===== config.mk =====
export PLATFORM = sky130hd
export DESIGN_NAME = serial_divider_loader
export DESIGN_NICKNAME = d
export VERILOG_FILES = /design/src/rtl/sdl_pkg.sv /design/src/rtl/sdl_sync.sv /design/src/rtl/sdl_shifter.sv /design/src/rtl/sdl_latch_bank.sv /design/src/rtl/serial_divider_loader.sv
export SDC_FILE = /design/constraint.sdc
export NUM_CORES = 1
export LEC_CHECK = 0
export ABC_AREA = 1
export BUFFER_PORTS_ARGS = -buffer_cell sky130_fd_sc_hd__clkbuf_2
export CAP_MARGIN = 20
export CORE_MARGIN = 4
export CORE_UTILIZATION = 49
export CTS_BUF_LIST = sky130_fd_sc_hd__clkbuf_8 sky130_fd_sc_hd__clkbuf_16
export CTS_CLUSTER_DIAMETER = 150
export CTS_CLUSTER_SIZE = 40
export DETAILED_ROUTE_END_ITERATION = 12
export PLACE_DENSITY = 0.73
export SYNTH_ARGS = -nofsm -noshare
export SYNTH_HDL_FRONTEND = slang
export SYNTH_SLANG_ARGS = --single-unit

===== constraint.sdc =====
create_clock -name clk -period 1.21 [get_ports clk]
set_clock_uncertainty 0.15 [all_clocks]
set_input_delay 0.242 -clock clk [delete_from_list [all_inputs] [get_ports clk]]
set_output_delay 0.242 -clock clk [all_outputs]
set_load 0.02 [all_outputs]

===== src/rtl/sdl_pkg.sv =====
package sdl_pkg;

    localparam int N_W     = 16;
    localparam int R_W     = 13;
    localparam int FRAME_W = N_W + 1;

    typedef enum logic {
        DEST_FEEDBACK  = 1'b0,
        DEST_REFERENCE = 1'b1
    } dest_e;

    // Payload occupies the upper bits; the last bit shifted in is the selector.
    typedef struct packed {
        logic [N_W-1:0] payload;
        dest_e          dest;
    } frame_t;

    function automatic frame_t shift_in(frame_t cur, logic bit_in);
        logic [FRAME_W-1:0] raw;
        raw = {cur[FRAME_W-2:0], bit_in};
        return frame_t'(raw);
    endfunction

    function automatic logic [R_W-1:0] ref_field(logic [N_W-1:0] payload);
        return payload[N_W-1 -: R_W];
    endfunction

endpackage


===== src/rtl/sdl_sync.sv =====
module sdl_sync #(
    parameter int WIDTH  = 3,
    parameter int STAGES = 2
) (
    input  logic             clk,
    input  logic             rst,
    input  logic [WIDTH-1:0] async_in,
    output logic [WIDTH-1:0] sync_out
);

    for (genvar i = 0; i < WIDTH; i++) begin : g_bit
        logic [STAGES-1:0] chain;
        always_ff @(posedge clk) begin
            if (rst) chain <= '0;
            else     chain <= {chain[STAGES-2:0], async_in[i]};
        end
        assign sync_out[i] = chain[STAGES-1];
    end

endmodule


===== src/rtl/sdl_shifter.sv =====
module sdl_shifter
    import sdl_pkg::*;
(
    input  logic   clk,
    input  logic   rst,
    input  logic   sclk_lvl,
    input  logic   data_lvl,
    input  logic   latch_lvl,
    output frame_t frame,
    output logic   xfer
);

    logic sclk_q;
    logic latch_q;
    logic shift_en;

    assign shift_en = sclk_lvl && !sclk_q && !latch_lvl;
    assign xfer     = latch_lvl && !latch_q;

    always_ff @(posedge clk) begin
        if (rst) begin
            sclk_q  <= 1'b0;
            latch_q <= 1'b0;
            frame   <= '0;
        end else begin
            sclk_q  <= sclk_lvl;
            latch_q <= latch_lvl;
            if (shift_en) frame <= shift_in(frame, data_lvl);
        end
    end

endmodule


===== src/rtl/sdl_latch_bank.sv =====
module sdl_latch_bank
    import sdl_pkg::*;
#(
    parameter logic [N_W-1:0] N_RESET = 16'd992,
    parameter logic [R_W-1:0] R_RESET = 13'd5
) (
    input  logic           clk,
    input  logic           rst,
    input  logic           xfer,
    input  frame_t         frame,
    output logic [N_W-1:0] n_word,
    output logic [R_W-1:0] r_word
);

    always_ff @(posedge clk) begin
        if (rst) begin
            n_word <= N_RESET;
            r_word <= R_RESET;
        end else if (xfer) begin
            unique case (frame.dest)
                DEST_FEEDBACK:  n_word <= frame.payload;
                DEST_REFERENCE: r_word <= ref_field(frame.payload);
            endcase
        end
    end

endmodule


===== src/rtl/serial_divider_loader.sv =====
module serial_divider_loader
    import sdl_pkg::*;
#(
    parameter int              SYNC_STAGES = 2,
    parameter logic [N_W-1:0]  N_RESET     = 16'd992,
    parameter logic [R_W-1:0]  R_RESET     = 13'd5
) (
    input  logic           clk,
    input  logic           rst,
    input  logic           ser_clk,
    input  logic           ser_data,
    input  logic           ser_latch,
    output logic [N_W-1:0] n_word,
    output logic [R_W-1:0] r_word
);

    localparam int LINES = 3;

    logic [LINES-1:0] raw_lines;
    logic [LINES-1:0] lvl_lines;
    logic             sclk_lvl;
    logic             data_lvl;
    logic             latch_lvl;
    logic             xfer;
    frame_t           frame;

    assign raw_lines = {ser_latch, ser_data, ser_clk};
    assign sclk_lvl  = lvl_lines[0];
    assign data_lvl  = lvl_lines[1];
    assign latch_lvl = lvl_lines[2];

    sdl_sync #(
        .WIDTH  (LINES),
        .STAGES (SYNC_STAGES)
    ) u_sync (
        .clk      (clk),
        .rst      (rst),
        .async_in (raw_lines),
        .sync_out (lvl_lines)
    );

    sdl_shifter u_shift (
        .clk       (clk),
        .rst       (rst),
        .sclk_lvl  (sclk_lvl),
        .data_lvl  (data_lvl),
        .latch_lvl (latch_lvl),
        .frame     (frame),
        .xfer      (xfer)
    );

    sdl_latch_bank #(
        .N_RESET (N_RESET),
        .R_RESET (R_RESET)
    ) u_bank (
        .clk    (clk),
        .rst    (rst),
        .xfer   (xfer),
        .frame  (frame),
        .n_word (n_word),
        .r_word (r_word)
    );

endmodule


==> results of run 1 <==
[logic make-up (layout without fill, tap and decap cells)]
kind of cell | count (synthesis) | after routing | share of synthesized area
simple gates | 188 | 191 | 0.3606
flops | 54 | 54 | 0.5091
buf+inv | 63 | 110 | 0.1302
[registers in the layout, indices dropped and copies added (netlist names)]
name / count
u_bank.n_word: 16
u_shift.sclk_q: 1
u_sync.g_bit.chain: 6
u_bank.r_word: 13
u_shift.latch_q: 1
u_shift.frame: 17
[timing repair]
item	in CTS	in global routing
gates resized for setup	76	66
pin swaps	0	5
endpoints found under the setup margin	53	72
endpoints found under the hold margin	3	0
cloned	1	4
setup buffers	1	3
hold buffers	3	0
[how the worst max path moves through the flow]
| stage | endpoint | from | slack, ps | cells after the start |
|---|---|---|---|---|
| after detailed placement | u_bank.n_word[2]$_SDFFE_PP0P_ | u_sync.g_bit[2].chain[1]$_SDFF_PP0_ | -80 | 4 |
| after global routing | u_bank.r_word[9]$_SDFFE_PP0P_ | u_sync.g_bit[2].chain[1]$_SDFF_PP0_ | -110 | 6 |
| after global placement | u_bank.n_word[11]$_SDFFE_PP0P_ | u_sync.g_bit[2].chain[1]$_SDFF_PP0_ | -30 | 4 |
| final | u_bank.r_word[10]$_SDFFE_PP0P_ | u_sync.g_bit[2].chain[1]$_SDFF_PP0_ | -50 | 6 |
| after CTS | r_word[10] | u_bank.r_word[10]$_SDFFE_PP0P_ | -20 | 1 |
| after floorplan | u_shift.frame[10]$_SDFFE_PP0P_ | u_sync.g_bit[2].chain[1]$_SDFF_PP0_ | 50 | 6 |
[routing by layer]
metal | part of all wire | track usage | vias to the layer above
li1 | - | - | 993
met3 | 0.045 | 0.05609 | 7
met5 | 0 | 0 | -
met2 | 0.50 | 0.2933 | 37
met1 | 0.43 | 0.2056 | 830
met4 | 0.020 | 0.07243 | 0
[power breakdown]
| group | internal, W | switching [W] |
|---|---|---|
| sequential | 0.00185 | 0.0000619 |
| combinational | 0.000185 | 0.000215 |
| clock | 0.000681 | 0.000607 |
| total | 0.00272 | 0.000884 |
[critical path: cells and delay by family, from the launching register on]
kind	cells	cell delay, ps
flip-flops	1	360
AND/OR/NAND/NOR	4	330
buffers and inverters	2	330
[Yosys cell counts]
cell     count  area [um2]
buf_2        8       40.04
buf_4        2       15.01
buf_6        3       33.78
dfxtp_1     54        1081
inv_1       46       172.7
inv_2        4       15.01
nand2_1     85       319.1
nand3_1      7       35.03
nand3_2      1       10.01
nand3_4      2       35.03
nand4_1      7       43.79
nor2_1      86       322.8
[final cells by class]
class / instances / area (um2)
Clock buffer: 6 / 82.58
Clock inverter: 2 / 38.79
Tap cell: 50 / 62.56
Fill cell: 291 / 1052
Sequential cell: 54 / 1116
Multi-Input combinational cell: 191 / 885.9
Timing Repair Buffer: 52 / 650.6
Inverter: 50 / 197.7
[metrics by stage]
| stage | setup TNS (ps) | util | setup slack [ps] | instance area, um2 |
|---|---|---|---|---|
| floorplan | 0 | - | 51.25 | 2123 |
| global placement | -337.1 | 0.5811 | -32.90 | 2375 |
| detailed placement | -1324 | 0.5811 | -77.95 | 2375 |
| CTS | -23.00 | 0.6855 | -23.00 | 2801 |
| global route | -2467 | 0.7425 | -114.9 | 3034 |
| finish | -184.5 | 0.7425 | -46.59 | 3034 |
==> impl_metrics.tcl, run 1 <==
set metrics [dict create \
    cpPeakStageDelay_ps 360 \
    grt_pass1_vias 1680 \
    syn-instance-count 305 \
    htree_levels 2 \
    hpwlAfterDp_um 2468 \
    clock_path_buffers 2 \
    min_to "u_sync.g_bit[2].chain[1]$_SDFF_PP0_" \
    drtIter0Drc 157 \
    maxCapViolCount 0 \
    syn2layout_area_growth_pct 42.90 \
    grt_start_max_net_pins 47 \
    critPathCaptureType "flip-flop" \
    via_per_inst 4.610 \
    postSynthRegisterBits 54 \
    violations "negative setup slack" \
    rsz0062_at_grt "yes" \
    ir_drop_mv 0.9113 \
    syn-num-nets 310 \
    cts_num_sinks 54 \
    cp_slowest_cell "dfxtp_2" \
    drive_above_1_share 0.3380 \
    hold-worst-slack_ps 94.61 \
    port_buffers 33 \
    layout.cells.non_filler 405 \
    maxSlewViolCount 0 \
    die-area_mm2 0.005450 \
    fmax_mhz 795.8 \
    n_antenna_cell 0 \
    post-place-cells 385 \
    grt_use_total 0.1753 \
    antenna_found_initial 0 \
    core_area_mm2 0.004086 \
    cts_root_buf "clkbuf_8" \
    chipHeight_um 73.83 \
    rrSetupSlack_ps -50 \
    nets 359 \
    cp.required_ps 1300 \
    yosys_warnings 0 \
    clk_pin_slew_ps 100 \
    hold_depth 3 \
    ioPinCount 34 \
    status "complete, but fails checks" \
    antenna_left 0 \
    cp-start-kind "flip-flop" \
    setup_ws_ps -46.59 \
    grt_pass1_wl_um 7272 \
    total_power_w 0.003603 \
    hold_class "primary input to flip-flop" \
    post-route-min-period_ps 1257 \
    finalWirelength_um 4679 \
    drc 0 \
    worstMarginPinSlew_ps 220.6 \
    r2r-end "u_bank.r_word[10]$_SDFFE_PP0P_" \
    grt_overflow 0 \
    final_common_cell "nor2_1" \
    start_util 0.5196 \
    postSynthAreaPerCell_um2 6.962 \
    wl_per_cell_um 11.55 \
    setup_viol 13 \
    ys_seq_area_frac 0.5091 \
    yosysUniqueCellTypes 12 \
    cp.arrival_ps 1350 \
    power_density_mw_per_mm2 1188 \
    path_cells "buf_6 -> nand3_4 -> clkbuf_16 -> nand2_2 -> nand2_1 -> nor2_1" \
    first_pass_iters 4 \
    critPathKind "flip-flop to flip-flop" \
    synthesis.area_mm2 0.002123 \
    place.gp.congestion 0.7600 \
    cts_buffers 5 \
    slew_headroom 0.8527 \
    rows 23 \
    r2r_cells 6 \
    layout_common_cells "nor2_1 (76), nand2_1 (70), inv_1 (46)" \
    worstSkewPairLatency_ps 320 \
    vias 1867 \
    hp-start "rst" \
    p_leak_nw 1.578 \
    dieWidth_um 73.83 \
    r2r_start "u_sync.g_bit[2].chain[1]$_SDFF_PP0_" \
    cts_tree "built" \
    finalHoldViolations 0 \
    crit_path_max_fanout 11 \
    final.period_utilization 1.039 \
]
Power figures use the tool's default switching activity.
==> run 2, diff against run 1 <==
--- a/config.mk
+++ b/config.mk
@@ -9,12 +9,12 @@
 export BUFFER_PORTS_ARGS = -buffer_cell sky130_fd_sc_hd__clkbuf_2
 export CAP_MARGIN = 20
 export CORE_MARGIN = 4
-export CORE_UTILIZATION = 49
-export CTS_BUF_LIST = sky130_fd_sc_hd__clkbuf_8 sky130_fd_sc_hd__clkbuf_16
+export CORE_UTILIZATION = 52
+export CTS_BUF_LIST = sky130_fd_sc_hd__clkbuf_2
 export CTS_CLUSTER_DIAMETER = 150
 export CTS_CLUSTER_SIZE = 40
 export DETAILED_ROUTE_END_ITERATION = 12
-export PLACE_DENSITY = 0.73
+export PLACE_DENSITY = 0.77
 export SYNTH_ARGS = -nofsm -noshare
 export SYNTH_HDL_FRONTEND = slang
 export SYNTH_SLANG_ARGS = --single-unit
==> run 2 against run 1 <==
The run still ends with negative setup slack left. First-iteration DRC count up 43%. Utilization up 14 points. Die area down 5.1%. Non-clock buffer count up 15. Sequential power about the same. Worst setup slack worse by 160 ps. Cell area up 11%. Register-to-register slack worse by 140 ps. Count of clock-buffer cells in the layout unchanged. Clock power down 43%. Combinational power up 36%. Total power down 11%. Critical endpoint is now n_word[8]. Highest routed layer unchanged.
==> impl_metrics.tcl, run 2 (same netlist as run 1, synthesis figures left out) <==
set metrics [dict create \
    rows 22 \
    cts_buffers 5 \
    n_antenna_cell 0 \
    critPathTopFamily "flip-flops" \
    setup_ws_ps -207.7 \
    first_pass_iters 5 \
    status "complete, but fails checks" \
    critPathCaptureType "output port" \
    nets 374 \
    grt_pass1_wl_um 8066 \
    critPathKind "flip-flop to output port" \
    worstMarginPinSlew_ps 296.0 \
    clk_pin_slew_ps 280 \
    seqPwrFrac 0.602 \
    die-area_mm2 0.005170 \
    grt_use_total 0.1981 \
    largest_register_ffs 17 \
    antenna_found_initial 0 \
    cpPeakStageDelay_ps 440 \
    place_area_mm2 0.002357 \
    cp_slowest_cell "dfxtp_2" \
    largestRegisters "u_shift.frame (17), u_bank.n_word (16), u_bank.r_word (13)" \
    regMostFlops "u_shift.frame" \
    ir_drop_mv 1.014 \
    wl_per_cell_um 17.23 \
    final.period_utilization 1.172 \
    cp.arrival_ps 1030 \
    cts_num_sinks 54 \
    slew_headroom 0.8027 \
    power_switching_share 0.2983 \
    cts_root_buf "clkbuf_2" \
    power_density_mw_per_mm2 956.3 \
    maxCapViolCount 0 \
    drive_above_1_share 0.4757 \
    vias 2228 \
    p_comb_frac 0.169 \
    hold_class "flip-flop to flip-flop" \
    p_sw_w 0.0009599 \
    stdcell_area_mm2 0.003364 \
    p_clk_frac 0.229 \
    finalHoldViolations 0 \
    finalWirelength_um 7201 \
    total_power_w 0.003217 \
    grt_start_max_net_pins 47 \
    port_buffers 33 \
    clock_path_buffers 2 \
    layout_common_cells "nor2_1 (74), inv_1 (46), nand2_2 (42)" \
    internal_power_w 0.002258 \
    hpwlAfterDp_um 2427 \
    place_worst_setup_slack_ps -63.19 \
    start_util 0.5590 \
    final_common_cell "nor2_1" \
    cp-start-kind "flip-flop" \
    syn2layout_area_growth_pct 58.46 \
    htree_levels 2 \
    fillers 169 \
    grt_overflow 0 \
    place.gp.congestion 0.7446 \
    grt_util_met1 0.2507 \
    maxSlewViolCount 0 \
    via_per_inst 5.330 \
    met2_usage 0.3337 \
    worstSkewPairLatency_ps 480 \
    antenna_left 0 \
    fmax_mhz 705.4 \
    chipHeight_um 71.90 \
    grt_pass1_vias 1778 \
    crit_path_max_fanout 2 \
    busiest_layer "met2" \
    drtIter0Drc 224 \
    core_area_mm2 0.003799 \
    ioPinCount 34 \
    dieWidth_um 71.90 \
    rsz0062_at_grt "yes" \
    cp_num_buf_inv 1 \
    path_cells "buf_8" \
    cts_tree "built" \
    post-route-min-period_ps 1418 \
    setup_viol 62 \
    drc 0 \
    cp.required_ps 820 \
    p_leak_nw 1.673 \
    tns_ps -7687 \
    grt_util_met3 0.03601 \
    violations "negative setup slack" \
]
-- run 2: worst paths after layout --
path | cells past startpoint | start | slack [ps] | endpoint
worst max-delay path | 1 | u_bank.n_word[8]$_SDFFE_PP1P_ | -210 | n_word[8]
worst min-delay path | 2 | u_sync.g_bit[0].chain[0]$_SDFF_PP0_ | 280 | u_sync.g_bit[0].chain[1]$_SDFF_PP0_
worst max register to register | 7 | u_sync.g_bit[2].chain[1]$_SDFF_PP0_ | -190 | u_shift.frame[4]$_SDFFE_PP0P_
worst min register to register | 2 | u_sync.g_bit[0].chain[0]$_SDFF_PP0_ | 280 | u_sync.g_bit[0].chain[1]$_SDFF_PP0_
-- run 2: cell type report --
class / instances / area (um2) / area share
Timing Repair Buffer: 67 / 917.1 / 0.2726
Sequential cell: 54 / 1120 / 0.3328
Clock buffer: 6 / 30.03 / 0.008925
Multi-Input combinational cell: 191 / 1033 / 0.3072
Tap cell: 48 / 60.06 / 0.01785
Clock inverter: 2 / 8.758 / 0.002603
Inverter: 50 / 195.2 / 0.05801
-- run 2: routing by layer --
| metal | vias up | share of wire | routed length [um] |
|---|---|---|---|
| met1 | 1064 | 0.38 | 2751 |
| met3 | 26 | 0.066 | 478 |
| met5 | - | 0 | 0 |
| met4 | 0 | 0.031 | 225 |
| met2 | 114 | 0.52 | 3746 |
| li1 | 1024 | - | - |
-- run 2: power groups by stage --
stage | clock network [W] | logic (W) | registers, W
floorplan | 0 | 0.000181 | 0.00197
global placement | 0 | 0.000285 | 0.00194
detailed placement | 0 | 0.000293 | 0.00194
CTS | 0.000693 | 0.000394 | 0.00191
global route | 0.000784 | 0.000576 | 0.00195
finish | 0.000735 | 0.000544 | 0.00194
-- run 2: what timing repair did --
item                                   in CTS  in global routing
gates cloned                                2                  9
setup endpoints to repair                  56                 74
endpoints found under the hold margin       8                  0
buffers inserted                           11                  3
hold buffers                                4                  0
resized for setup                          95                108
pin swaps                                   0                 20
-- run 2: metrics by stage --
step | instances | hold slack, ps | utilization
after floorplan | 305 | 199.0 | -
after global placement | 381 | 242.7 | 0.6206
after detailed placement | 381 | 244.0 | 0.6206
after CTS | 406 | 268.2 | 0.7628
after global routing | 418 | 287.0 | 0.8857
final | 418 | 279.8 | 0.8857
==> run 3, diff against run 2 <==
--- a/config.mk
+++ b/config.mk
@@ -6,15 +6,15 @@
 export NUM_CORES = 1
 export LEC_CHECK = 0
 export ABC_AREA = 1
-export BUFFER_PORTS_ARGS = -buffer_cell sky130_fd_sc_hd__clkbuf_2
 export CAP_MARGIN = 20
 export CORE_MARGIN = 4
-export CORE_UTILIZATION = 52
+export CORE_UTILIZATION = 55
 export CTS_BUF_LIST = sky130_fd_sc_hd__clkbuf_2
 export CTS_CLUSTER_DIAMETER = 150
 export CTS_CLUSTER_SIZE = 40
 export DETAILED_ROUTE_END_ITERATION = 12
-export PLACE_DENSITY = 0.77
+export DONT_BUFFER_PORTS = 1
+export PLACE_DENSITY = 0.73
 export SYNTH_ARGS = -nofsm -noshare
 export SYNTH_HDL_FRONTEND = slang
 export SYNTH_SLANG_ARGS = --single-unit
==> run 3 against run 2 <==
The run still ends with negative setup slack left. Maximum frequency up 7.1%. Die area shrank 4.8%. Total power is 13% lower. Non-clock buffer count decreased by 52. Sequential share of layout area rose by 15 points. Register-to-register slack improved by 230 ps. Flip-flop and latch count stayed put. Hold slack got worse by 180 ps. Sequential power hardly changed. Largest cell class unchanged.
==> impl_metrics.tcl, run 3 (same netlist as run 1, synthesis figures left out) <==
set metrics [dict create \
    hold_class "primary input to flip-flop" \
    cts_setup_buffers 0 \
    crit_path_max_fanout 2 \
    n_antenna_cell 0 \
    place_worst_setup_slack_ps -148.3 \
    maxCapViolCount 0 \
    crit_cells 1 \
    finalWirelength_um 4258 \
    htree_levels 2 \
    cp-start-kind "flip-flop" \
    final.period_utilization 1.094 \
    critPathTopFamily "flip-flops" \
    cts_root_buf "clkbuf_2" \
    die-area_mm2 0.004919 \
    place.gp.congestion 0.7948 \
    grt_start_max_net_pins 47 \
    p_sw_w 0.0007683 \
    setup_ws_ps -113.3 \
    crit_path_start "u_bank.r_word[5]$_SDFFE_PP0P_" \
    antenna_found_initial 0 \
    cp.required_ps 820 \
    multi_input_area_um2 818.3 \
    status "complete, but fails checks" \
    antenna_left 0 \
    core_area_mm2 0.003689 \
    port_buffers 0 \
    syn2layout_area_growth_pct 16.56 \
    start_util 0.5756 \
    ioPinCount 34 \
    p_clk_frac 0.230 \
    total_power_w 0.002804 \
    grt_use_total 0.1717 \
    critPathKind "flip-flop to output port" \
    timing.critical_path.to "r_word[5]" \
    first_pass_iters 6 \
    grt_overflow 0 \
    clock_path_buffers 2 \
    drc 0 \
    rows 22 \
    layout.cells.non_filler 366 \
    regMostFlops "u_shift.frame" \
    seqPwrFrac 0.681 \
    nets 322 \
    p_leak_nw 1.319 \
    clk_pin_slew_ps 230 \
    power_switching_share 0.2740 \
    post-route-min-period_ps 1323 \
    via_per_inst 4.686 \
    cts_tree "built" \
    critPathCaptureType "output port" \
    r2r-end "u_bank.n_word[14]$_SDFFE_PP0P_" \
    grt_pass1_vias 1542 \
    vias 1715 \
    violations "negative setup slack" \
    cpPeakStageDelay_ps 390 \
    finalHoldViolations 0 \
    rrSetupSlack_ps 40 \
    worstMarginPinSlew_ps 325.1 \
    cp_num_buf_inv 1 \
    seq_area_mm2 0.001191 \
    wl_per_cell_um 11.63 \
    fmax_mhz 755.7 \
    ir_drop_mv 0.7087 \
    cp_slowest_cell "dfxtp_2" \
    r2r_cells 5 \
    finalCoreUtilization 0.6710 \
    cts_num_sinks 54 \
    drive_above_1_share 0.1824 \
    worstSkewPairLatency_ps 440 \
    chipHeight_um 70.14 \
    dieWidth_um 70.14 \
    largest_register_ffs 17 \
    r2r_start "u_sync.g_bit[2].chain[1]$_SDFF_PP0_" \
    setup_viol 29 \
    final_common_cell "nor2_1" \
    drtIter0Drc 69 \
    fillers 328 \
    cts_buffers 5 \
    grt_pass1_wl_um 6837 \
    layout_common_cells "nor2_1 (86), nand2_1 (85), inv_1 (46)" \
    largestRegisters "u_shift.frame (17), u_bank.n_word (16), u_bank.r_word (13)" \
    slew_headroom 0.7833 \
    rsz0062_at_grt "yes" \
    maxSlewViolCount 0 \
    power_density_mw_per_mm2 1133 \
    tns_ps -1423 \
    path_cells "buf_6" \
    hpwlAfterDp_um 2425 \
    p_comb_frac 0.089 \
    post-place-cells 351 \
    internal_power_w 0.002036 \
    cp.arrival_ps 930 \
]
run 3: changes by cell type in the layout (fill, tap and decap cells not counted), moves of 12 or more:
cell and change:
dfxtp_4 +28, nand2_2 -42, nor2_2 -12, nand2_1 +49
nor2_1 +12, buf_8 -30, dfxtp_2 -27
run 3: per-stage QoR:
| step | area [um2] | hold slack [ps] |
|---|---|---|
| floorplan | 2123 | 199.0 |
| global placement | 2215 | 164.2 |
| detailed placement | 2215 | 165.6 |
| CTS | 2421 | 265.4 |
| global route | 2475 | 92.16 |
| finish | 2475 | 101.0 |
run 3: worst min-delay path by stage:
stage | cells after the start | to | startpoint
after CTS | 2 | u_sync.g_bit[2].chain[1]$_SDFF_PP0_ | u_sync.g_bit[2].chain[0]$_SDFF_PP0_
final | 2 | u_sync.g_bit[2].chain[1]$_SDFF_PP0_ | rst
after global routing | 2 | u_shift.sclk_q$_SDFF_PP0_ | rst
after global placement | 1 | u_shift.latch_q$_SDFF_PP0_ | rst
after floorplan | 2 | u_sync.g_bit[0].chain[0]$_SDFF_PP0_ | ser_clk
after detailed placement | 1 | u_shift.latch_q$_SDFF_PP0_ | rst
run 3: power groups by stage:
stage          Clock (W)  Sequential [W]  Combinational, W
2_1_floorplan          0         0.00197          0.000181
3_3_place_gp           0         0.00198          0.000208
3_5_place_dp           0         0.00198          0.000216
4_1_cts         0.000665         0.00191          0.000237
5_1_grt         0.000748         0.00192          0.000286
6_report        0.000644         0.00191          0.000249
run 3: metal layers:
layer  wire length [um]  part of all wire  track usage  vias up
met5                  0                 0            0        -
met4                 43             0.010      0.05106        0
met3                231             0.054      0.05899        5
met2               2167              0.51       0.2980       36
met1               1816              0.43       0.1986      754
li1                   -                 -            -      920
run 3: timing repair:
item,CTS,global route
hold buffers,4,0
pin swaps,1,1
gates cloned,1,2
gates resized for setup,60,10
hold endpoints to repair,54,0
endpoints found under the setup margin,45,55
run 3: cell type report:
class | instances | area share
Tap cell | 48 | 0.02427
Clock inverter | 3 | 0.004550
Clock buffer | 5 | 0.01011
Inverter | 50 | 0.07887
Multi-Input combinational cell | 191 | 0.3306
Timing Repair Buffer | 15 | 0.07027
Sequential cell | 54 | 0.4813
